**config.mk**
```make
export PLATFORM = sky130hd
export DESIGN_NAME = diag_window
export DESIGN_NICKNAME = d
export VERILOG_FILES = /design/src/rtl/diag_window.sv
export SDC_FILE = /design/constraint.sdc
export NUM_CORES = 1
export LEC_CHECK = 0
export ABC_CLOCK_PERIOD_IN_PS = 2960
export BUFFER_PORTS_ARGS = -buffer_cell sky130_fd_sc_hd__buf_2
export CORE_ASPECT_RATIO = 0.75
export CORE_MARGIN = 10
export CORE_UTILIZATION = 50
export DETAILED_ROUTE_END_ITERATION = 10
export PLACE_DENSITY_LB_ADDON = 0.25
export SLEW_MARGIN = 20
export SYNTH_ARGS = -nofsm -noshare
export SYNTH_HDL_FRONTEND = slang
export SYNTH_SLANG_ARGS = --single-unit
```
**constraint.sdc**
```tcl
create_clock -name clk -period 2.96 [get_ports clk]
set_clock_uncertainty 0.1 [all_clocks]
set_input_delay 0.444 -clock clk [delete_from_list [all_inputs] [get_ports clk]]
set_output_delay 0.444 -clock clk [all_outputs]
set_load 0.1 [all_outputs]
```
**src/rtl/diag_window.sv**
```systemverilog
module diag_window #(
  parameter int AW = 32
) (
  input  logic          clk,
  input  logic          rst,
  input  logic          host_we,
  input  logic [1:0]    host_sel,
  input  logic [3:0]    host_be,
  input  logic [31:0]   host_wdata,
  output logic [31:0]   host_rdata,
  output logic          busy,
  output logic          overrun,
  output logic          mem_req,
  output logic          mem_we,
  output logic [AW-1:0] mem_addr,
  output logic [31:0]   mem_wdata,
  input  logic          mem_ack,
  input  logic [31:0]   mem_rdata
);

  localparam logic [1:0] SEL_RPTR = 2'd0;
  localparam logic [1:0] SEL_WPTR = 2'd1;
  localparam logic [1:0] SEL_DATA = 2'd2;

  logic [31:0]   rptr_q, wptr_q, data_q;
  logic [AW-1:0] addr_q;
  logic [31:0]   wbuf_q;
  logic          busy_q, wr_q, ovr_q;

  function automatic logic [31:0] merge(input logic [31:0] old, input logic [31:0] nw,
                                        input logic [3:0] be);
    logic [31:0] r;
    for (int b = 0; b < 4; b++)
      r[8*b +: 8] = be[b] ? nw[8*b +: 8] : old[8*b +: 8];
    return r;
  endfunction

  wire         wr_rptr = host_we && host_sel == SEL_RPTR;
  wire         wr_wptr = host_we && host_sel == SEL_WPTR;
  wire         wr_data = host_we && host_sel == SEL_DATA;
  wire         trig    = (wr_rptr || wr_wptr) && host_be[0];
  wire         start   = trig && !busy_q;
  wire         done    = busy_q && mem_ack;
  wire [31:0]  rptr_n  = merge(rptr_q, host_wdata, host_be);
  wire [31:0]  wptr_n  = merge(wptr_q, host_wdata, host_be);

  always_ff @(posedge clk) begin
    if (rst) begin
      rptr_q <= '0;
      wptr_q <= '0;
      data_q <= '0;
      addr_q <= '0;
      wbuf_q <= '0;
      busy_q <= 1'b0;
      wr_q   <= 1'b0;
      ovr_q  <= 1'b0;
    end else begin
      if (wr_rptr) rptr_q <= rptr_n;
      if (wr_wptr) wptr_q <= wptr_n;
      if (done && !wr_q)  data_q <= mem_rdata;
      else if (wr_data)   data_q <= merge(data_q, host_wdata, host_be);
      if (trig && busy_q) ovr_q <= 1'b1;
      if (start) begin
        busy_q <= 1'b1;
        wr_q   <= wr_wptr;
        wbuf_q <= data_q;
        addr_q <= {(wr_wptr ? wptr_n[AW-1:2] : rptr_n[AW-1:2]), 2'b00};
      end else if (done) begin
        busy_q <= 1'b0;
      end
    end
  end

  always_comb begin
    case (host_sel)
      SEL_RPTR: host_rdata = rptr_q;
      SEL_WPTR: host_rdata = wptr_q;
      SEL_DATA: host_rdata = data_q;
      default:  host_rdata = {30'd0, ovr_q, busy_q};
    endcase
  end

  assign busy      = busy_q;
  assign overrun   = ovr_q;
  assign mem_req   = busy_q;
  assign mem_we    = wr_q;
  assign mem_addr  = addr_q;
  assign mem_wdata = wbuf_q;

endmodule


```
* Yosys cells after proc, flatten, opt, wreduce, memory -nomap -nowiden *
Cells that the tools add are included.

storage, ports and cells
  flip-flop bits (word level) = 161
  input port bits = 74

operators by class
  equal/unequal tests = 2
  multiplexer cells = 18
  reduce and logical (&&, ||, !) cells = 24

operators by type and width
  operator              count
  $mux W8               12
  $pmux W32 S3          1
  $mux W32              2
  $mux W30              1
  $reduce_and A2 Y1     6
  $reduce_bool A2 Y1    6
  $logic_and A1 B1 Y1   8
  $eq A2 B1 Y1 const B  1
  $eq A2 B2 Y1 const B  1
  $logic_not A1 Y1      2
  $logic_not A2 Y1      1
  $mux W1               2
  $logic_or A1 B1 Y1    1

* Longest topological paths before layout *
Gate-level depths: netlist (run 1).

  depth in word-level cells = 6
  mapped depth = 7
  depth with buffers taken out = 3

* Worst setup path after synthesis (run 1) *
OpenSTA, ideal clock, no wires.

  kind = input -> output
  start point = input host_sel[1]
  end point = output host_rdata[10]
  arrival = 3.191 ns
  setup slack = -0.775 ns
  stages on the path = 5
  cells stage by stage = buf_4 buf_2 buf_4 mux2i_1 o21ai_0

between the ends
  word-level cells in the longest chain between the ends = 2

ends and longest elaborated chain
  what                                  line  text
  from (decl)                           7     input logic [1:0] host_sel,
  $eq A2 B2 Y1 (tied with other cells)  75    case (host_sel)
  $pmux W32 S3 (*)                      75
  to (decl)                             10    output logic [31:0] host_rdata,

Every way passes the cells marked *; elsewhere a longest branch is shown, timed or not.

* Final worst setup path (run 1) *
  start point = input host_sel[1]
  end point = output host_rdata[19]

The elaborated chain is that of the path after synthesis.

==> results of run 1 <==
stage by stage:
step | utilization | TNS, ns | hold slack (ns)
after floorplan | - | -0.0202 | 0.333
after global routing | 0.646 | 0 | 0.195
after global placement | 0.607 | 0 | 0.339
after CTS | 0.646 | 0 | 0.185
after detailed placement | 0.607 | 0 | 0.344
final | 0.646 | 0 | 0.197
final timing paths:
| check | start | endpoint | slack (ns) | cells past startpoint |
|---|---|---|---|---|
| max reg2reg | busy | mem_addr[29] | 1.20 | 4 |
| min | mem_ack | busy | 0.20 | 3 |
| min reg2reg | mem_wdata[3] | mem_wdata[3] | 0.35 | 2 |
| max | host_sel[1] | host_rdata[19] | 0.70 | 5 |
flip-flops by register name, indices dropped and copies added (netlist names):
| register | flops |
|---|---|
| data_q | 32 |
| mem_we | 1 |
| mem_wdata | 32 |
| wptr_q | 32 |
| busy | 1 |
| overrun | 1 |
| rptr_q | 32 |
| mem_addr | 30 |
power by group through the flow:
stage	combinational (mW)	clock, mW	sequential (mW)
floorplan	0.494	0	2.42
global placement	0.833	0	2.33
detailed placement	0.843	0	2.33
CTS	0.845	2.23	2.28
global route	0.899	2.32	2.29
finish	0.846	2.21	2.28
routing by layer:
| metal | vias to the layer above | track usage |
|---|---|---|
| met4 | 0 | 0.0582 |
| met1 | 3357 | 0.309 |
| met5 | - | 0 |
| li1 | 3383 | - |
| met2 | 266 | 0.315 |
| met3 | 19 | 0.0677 |
area by class of cell:
type	count	area (um^2)
repair buffers	195	1550
clock buffers	20	447
inverters	2	7.51
multi-input cells	653	4170
fillers	1301	5380
flip-flops and latches	161	3220
diodes	1	2.50
clock inverters	11	139
well taps	205	256
synthesized netlist by cell type, drive strengths merged (2+ instances only):
master,number
nand2b,2
nor2b,7
a311oi,32
o31ai,6
nor2,126
clkbuf,38
o21ai,53
nor3b,3
mux2,52
and4bb,2
and4b,4
mux4,2
nand3b,31
mux2i,86
nand4b,5
buf,44
nand2,162
inv,2
nor3,29
a211oi,7
a21oi,35
nand3,2
dfxtp,161
worst min-delay path, cell delays in order:
cell	delay, ns
buf_2	0.09
nand2b_1	0.09
a21oi_1	0.05
placed cells by master, fill, tap and decap left out, drive strengths merged, types with 4 or more instances in the layout:
master / count
clkinv: 6
mux2: 52
mux2i: 86
o21ai: 53
a311oi: 32
buf: 195
clkbuf: 20
nor3: 29
o31ai: 6
nand4b: 5
nand3b: 31
and4b: 4
nand2: 162
nor2: 126
a21oi: 35
dfxtp: 161
nor2b: 7
a211oi: 7
logic make-up (layout without fill, tap and decap cells):
| kind of cell | Yosys count | count (layout) | synth area share |
|---|---|---|---|
| AOI/OAI and AO/OA | 136 | 136 | 0.111 |
| and+or+nand+nor | 375 | 375 | 0.220 |
| muxes | 140 | 140 | 0.194 |
| DFF | 161 | 161 | 0.419 |
| buffers and inverters | 84 | 228 | 0.0555 |
| other | 1 | 3 | 0.000488 |
==> results.md, run 1 <==
- Hold Vio Cnt, Final: 0
- Final period utilization: 0.763
- Max-cap violation count: 0
- CP delay by family, top: buffers and inverters
- First-pass GRT wire length: 36,500 um
- Outcome: complete, no violations
- Pwr/cell area: 545 mW/mm^2
- Gate Count Post-Synth: 897
- Via/cell ratio: 5.63
- Largest net degree at the start of global routing: 88
- Cts hold-fix bufs: 0
- Synthesized area: 0.00769 mm^2
- Worst-path clk slew: 0.06 ns
- Cell internal pwr: 3.86 mW
- RSZ-0062 raised after global routing: no
- GP Congestion: 0.824
- Fin crit period: 2.26 ns
- Switch Pwr: 1.49 mW
- Number of buffers created by CTS: 17
- Critical Path Max Stage Delay: 0.37 ns
- Number of synthesized flops with an enable pin: 0
- Initial antenna violation count: 1
- Tightest Pin Transition: 0.607 ns
- Peak supply drop: 0.400 mV
- CTS tree: yes
- Crit path arrival time: 1.71 ns
- Static Leakage: 4.04 nW
- Total routed wirelength: 23,300 um
- Metal-1 WL: 11,100 um
- WL/cell: 18.7 um
- DP Area: 0.00921 mm^2
- Final setup margin: 0.702 ns
- Starting DRC count in detailed routing: 604
- Drt first pass iters: 5
- Pre-CTS WS: 0.591 ns
- Placed insts: 1,216
- CTS Root Cell: clkbuf_16
- Yosys synthesis warning count: 0
- Core box area: 0.0152 mm^2
- IO Pins: 174
- Hold Path Class: in2reg
- Pwr Total: 5.34 mW
- Sw Share: 0.278
- Slew margin rel.: 0.595
- Max Fclk: 0.443 GHz
- Starting Density: 0.507
- Highest routed layer: met4
- All-layer global routing usage: 0.219
- Layout net count: 1,104
- Post_cts resized: 0
- Clock Power Share: 0.414
- Synth Flop Type: dfxtp_1
- Cell mode on critical path: buf_12
- Die H: 127 um
- Non-filler instance count after layout: 1,248
- Vias in the first global route: 6,656
- Final Max Tran Viols: 0
- H-tree levels: 4
- Final setup vio count: 0
- Top cells by area, synth: dfxtp_1 42%, mux2i_1 11%, nand2_1 7.9%
- Setup bufs post-CTS: 0
- Part of the power in registers: 0.428
- Antenna-violating nets left: 0
- Comb pwr share: 0.158
- Final instance area: 0.00980 mm^2
- Post-DP HPWL: 16,100 um
- Critical path capture point type: primary output
- Netlist cell types: 36
- Slowest CP cell: buf_2
- Yosys top cell area share: 0.419
- Critical Path RT: 2.42 ns
- Synthesized flop and latch total: 161
- Worst-Skew Late Latency: 0.43 ns
- Residual DRC count: 0
- CP Max Fanout: 23
- Wire length on met3: 2120 um
- Startpoint Class: primary input
- Clock net sink count: 161
- Max clock buf depth: 2
- Syn Area/Cell: 8.57 um^2
- Cell row count: 39
- Share of cells above drive strength 1: 0.303
- IO buf count: 171
- Area Overhead vs Synth: 27.4%
- Die footprint: 0.0208 mm^2
- Synth area leader: dfxtp_1
- Post-synthesis sequential area ratio: 0.419
- Crit path cell chain: buf_2 -> buf_12 -> mux2i_1 -> o21ai_2 -> buf_12
- Crit Path Category: in2out
- Fraction of registers with async set or reset after synthesis: 0
- Die Width: 163 um
- Worst Path Buf+Inv: 3
- Met2 WL: 9860 um
- Via count: 7,025
- Remaining global-route overflow: 0
(Power assumes the default switching activity.)
==> run 2: changes to the inputs <==
ABC_AREA = 1   (was default)
ABC_CLOCK_PERIOD_IN_PS = 1900   (was 2960)
CORE_UTILIZATION = 49   (was 50)
clock period = 1.9 ns   (was 2.96 ns; I/O delays follow)
==> run 2 against run 1 <==
Clock-buffer cell count shrank 1. Die area rose by 3.4%. Synthesized area is 1.9% higher. Design area up 3.9%.
==> results.md, run 2 <==
- Number of synthesized flops with an enable pin: 0
- Largest net degree at the start of global routing: 80
- Fillers: 1,396
- Synthesized area: 0.00784 mm^2
- Core box area: 0.0155 mm^2
- M3 GR Usage: 0.0662
- Area of the multi-input gates: 0.00395 mm^2
- Slew margin rel.: 0.639
- Peak supply drop: 0.608 mV
- Worst-Skew Late Latency: 0.42 ns
- CTS tree: yes
- Register area: 0.00323 mm^2
- Commonest non-fill, non-tap cell in the layout: nand2_1
- WL/cell: 16.0 um
- Synth cell count leaders: 398 x nand2_1, 171 x nor2_1, 161 x dfxtp_1
- IO Pins: 174
- Layout net count: 1,444
- Starting Density: 0.507
- Synth Flop Type: dfxtp_1
- Most frequent cell after synthesis: nand2_1
- Starting DRC count in detailed routing: 837
- Share of cells above drive strength 1: 0.202
- Clock net sink count: 161
- CTS Root Cell: clkbuf_16
- GRT met1 Usage: 0.325
- Netlist cell types: 22
- Total routed wirelength: 25,400 um
- Static Leakage: 4.79 nW
- Most frequent cells in the layout: 394 x nand2_1, 170 x nor2_1, 158 x dfxtp_1, 139 x buf_2, 124 x inv_1
- Remaining global-route overflow: 0
- Syn Area/Cell: 6.36 um^2
- Initial antenna violation count: 2
- Post-synthesis sequential area ratio: 0.411
- Residual DRC count: 0
- Hold Path Class: in2reg
- Tightest Pin Transition: 0.545 ns
- Via count: 8,237
- Yosys top cell area share: 0.411
- Vias in the first global route: 7,674
- Critical Path RT: 1.51 ns
- Critical Path Max Stage Delay: 0.27 ns
- Crit Path Category: in2out
- Max clock buf depth: 2
- Cell mode on critical path: buf_12
- Area Overhead vs Synth: 30.0%
- Crit path arrival time: 1.37 ns
- All-layer global routing usage: 0.230
- Fraction of registers with async set or reset after synthesis: 0
- Die Width: 166 um
- Pwr Total: 9.26 mW
- Startpoint Class: primary input
- Fin crit period: 1.75 ns
- Pwr/cell area: 909 mW/mm^2
- Antenna-violating nets left: 0
- Die footprint: 0.0215 mm^2
- CP Max Fanout: 19
- Top cells by area, synth: dfxtp_1 41%, nand2_1 19%, nor2_1 8.2%
- Worst-path clk slew: 0.06 ns
- GP Congestion: 0.882
- Final period utilization: 0.922
- Die H: 130 um
- IO buf count: 171
- Drt first pass iters: 5
- # diodes: 0
- Gate Count Post-Synth: 1,233
- Synth area leader: dfxtp_1
- Slowest CP cell: o221ai_2
- Outcome: complete, no violations
- Post-DP HPWL: 17,900 um
- Max-cap violation count: 0
- Hold Vio Cnt, Final: 0
- Critical path capture point type: primary output
- Cts hold-fix bufs: 0
- First-pass GRT wire length: 40,800 um
- Cell row count: 39
- Met2 usage: 0.333
- Worst hold margin: 0.0195 ns
- Busiest grt layer: met2
- Final setup vio count: 0
- Via/cell ratio: 5.20
- Synthesized flop and latch total: 161
- Fin Setup TNS: 0 ns
- Post_cts resized: 0
- Crit path cell chain: buf_2 -> inv_1 -> nand2_2 -> buf_12 -> o221ai_2 -> buf_12
- H-tree levels: 4
- Yosys synthesis warning count: 0
- Max Fclk: 0.571 GHz
- End-of-flow core utilization: 0.659
- RSZ-0062 raised after global routing: no
- Final Max Tran Viols: 0
- Number of buffers created by CTS: 17
- Setup bufs post-CTS: 0
[run 2: changes by cell type in the layout (fill, tap and decap cells not counted), moves of 32 or more]
cell,previous run,this run
nor2_1,125,170
inv_1,2,124
nand3_1,2,36
nand2_1,162,394
o21ai_0,23,118
a311oi_1,32,0
mux2i_1,86,0
mux2_2,52,0
a21oi_1,35,94
[run 2: worst paths after layout]
| path | start | endpoint | slack [ns] | cells past startpoint |
|---|---|---|---|---|
| hold reg to reg | wptr_q[1] | wptr_q[1] | 0.36 | 2 |
| hold / removal | mem_ack | busy | 0.02 | 4 |
| setup / recovery | host_sel[0] | host_rdata[18] | 0.15 | 6 |
| setup reg to reg | busy | data_q[15] | 0.29 | 6 |
[run 2: cell type report]
class / instances / share of cell area
Inverter: 133 / 0.0491
Sequential cell: 161 / 0.317
Tap cell: 205 / 0.0252
Multi-Input combinational cell: 861 / 0.388
Timing Repair Buffer: 196 / 0.162
Clock buffer: 19 / 0.0435
Clock inverter: 10 / 0.0158
[run 2: through the flow]
| step | cell area (um^2) | cells | worst slack [ns] |
|---|---|---|---|
| 3_5_place_dp | 9580 | 1556 | 0.185 |
| 3_3_place_gp | 9580 | 1556 | 0.175 |
| 2_1_floorplan | 8030 | 1234 | -0.265 |
| 4_1_cts | 10200 | 1585 | 0.159 |
| 5_1_grt | 10200 | 1585 | 0.0946 |
| 6_report | 10200 | 1585 | 0.148 |
[run 2: critical path, delay by kind of cell]
family	cells	cell delay, ns
compound gates	1	0.27
simple gates	1	0.12
buf+inv	4	0.66
[run 2: logic make-up after synthesis]
kind of cell,count (synthesis),share of synthesized area
simple gates,614,0.306
compound gates,245,0.171
buf+inv,212,0.111
flops,161,0.411
other cells,1,0.000479
[run 2: power breakdown]
group	leakage (nW)	internal [mW]	switching [mW]
sequential	1.31	3.55	0.0831
combinational	3.18	0.504	1.55
clock	0.287	2.21	1.37
total	4.79	6.26	3.00
[run 2: per-layer routing]
| metal | wire, um | vias to the layer above |
|---|---|---|
| met5 | 14 | - |
| met4 | 226 | 4 |
| met3 | 2400 | 23 |
| met2 | 10800 | 330 |
| met1 | 12000 | 3718 |
| li1 | - | 4162 |
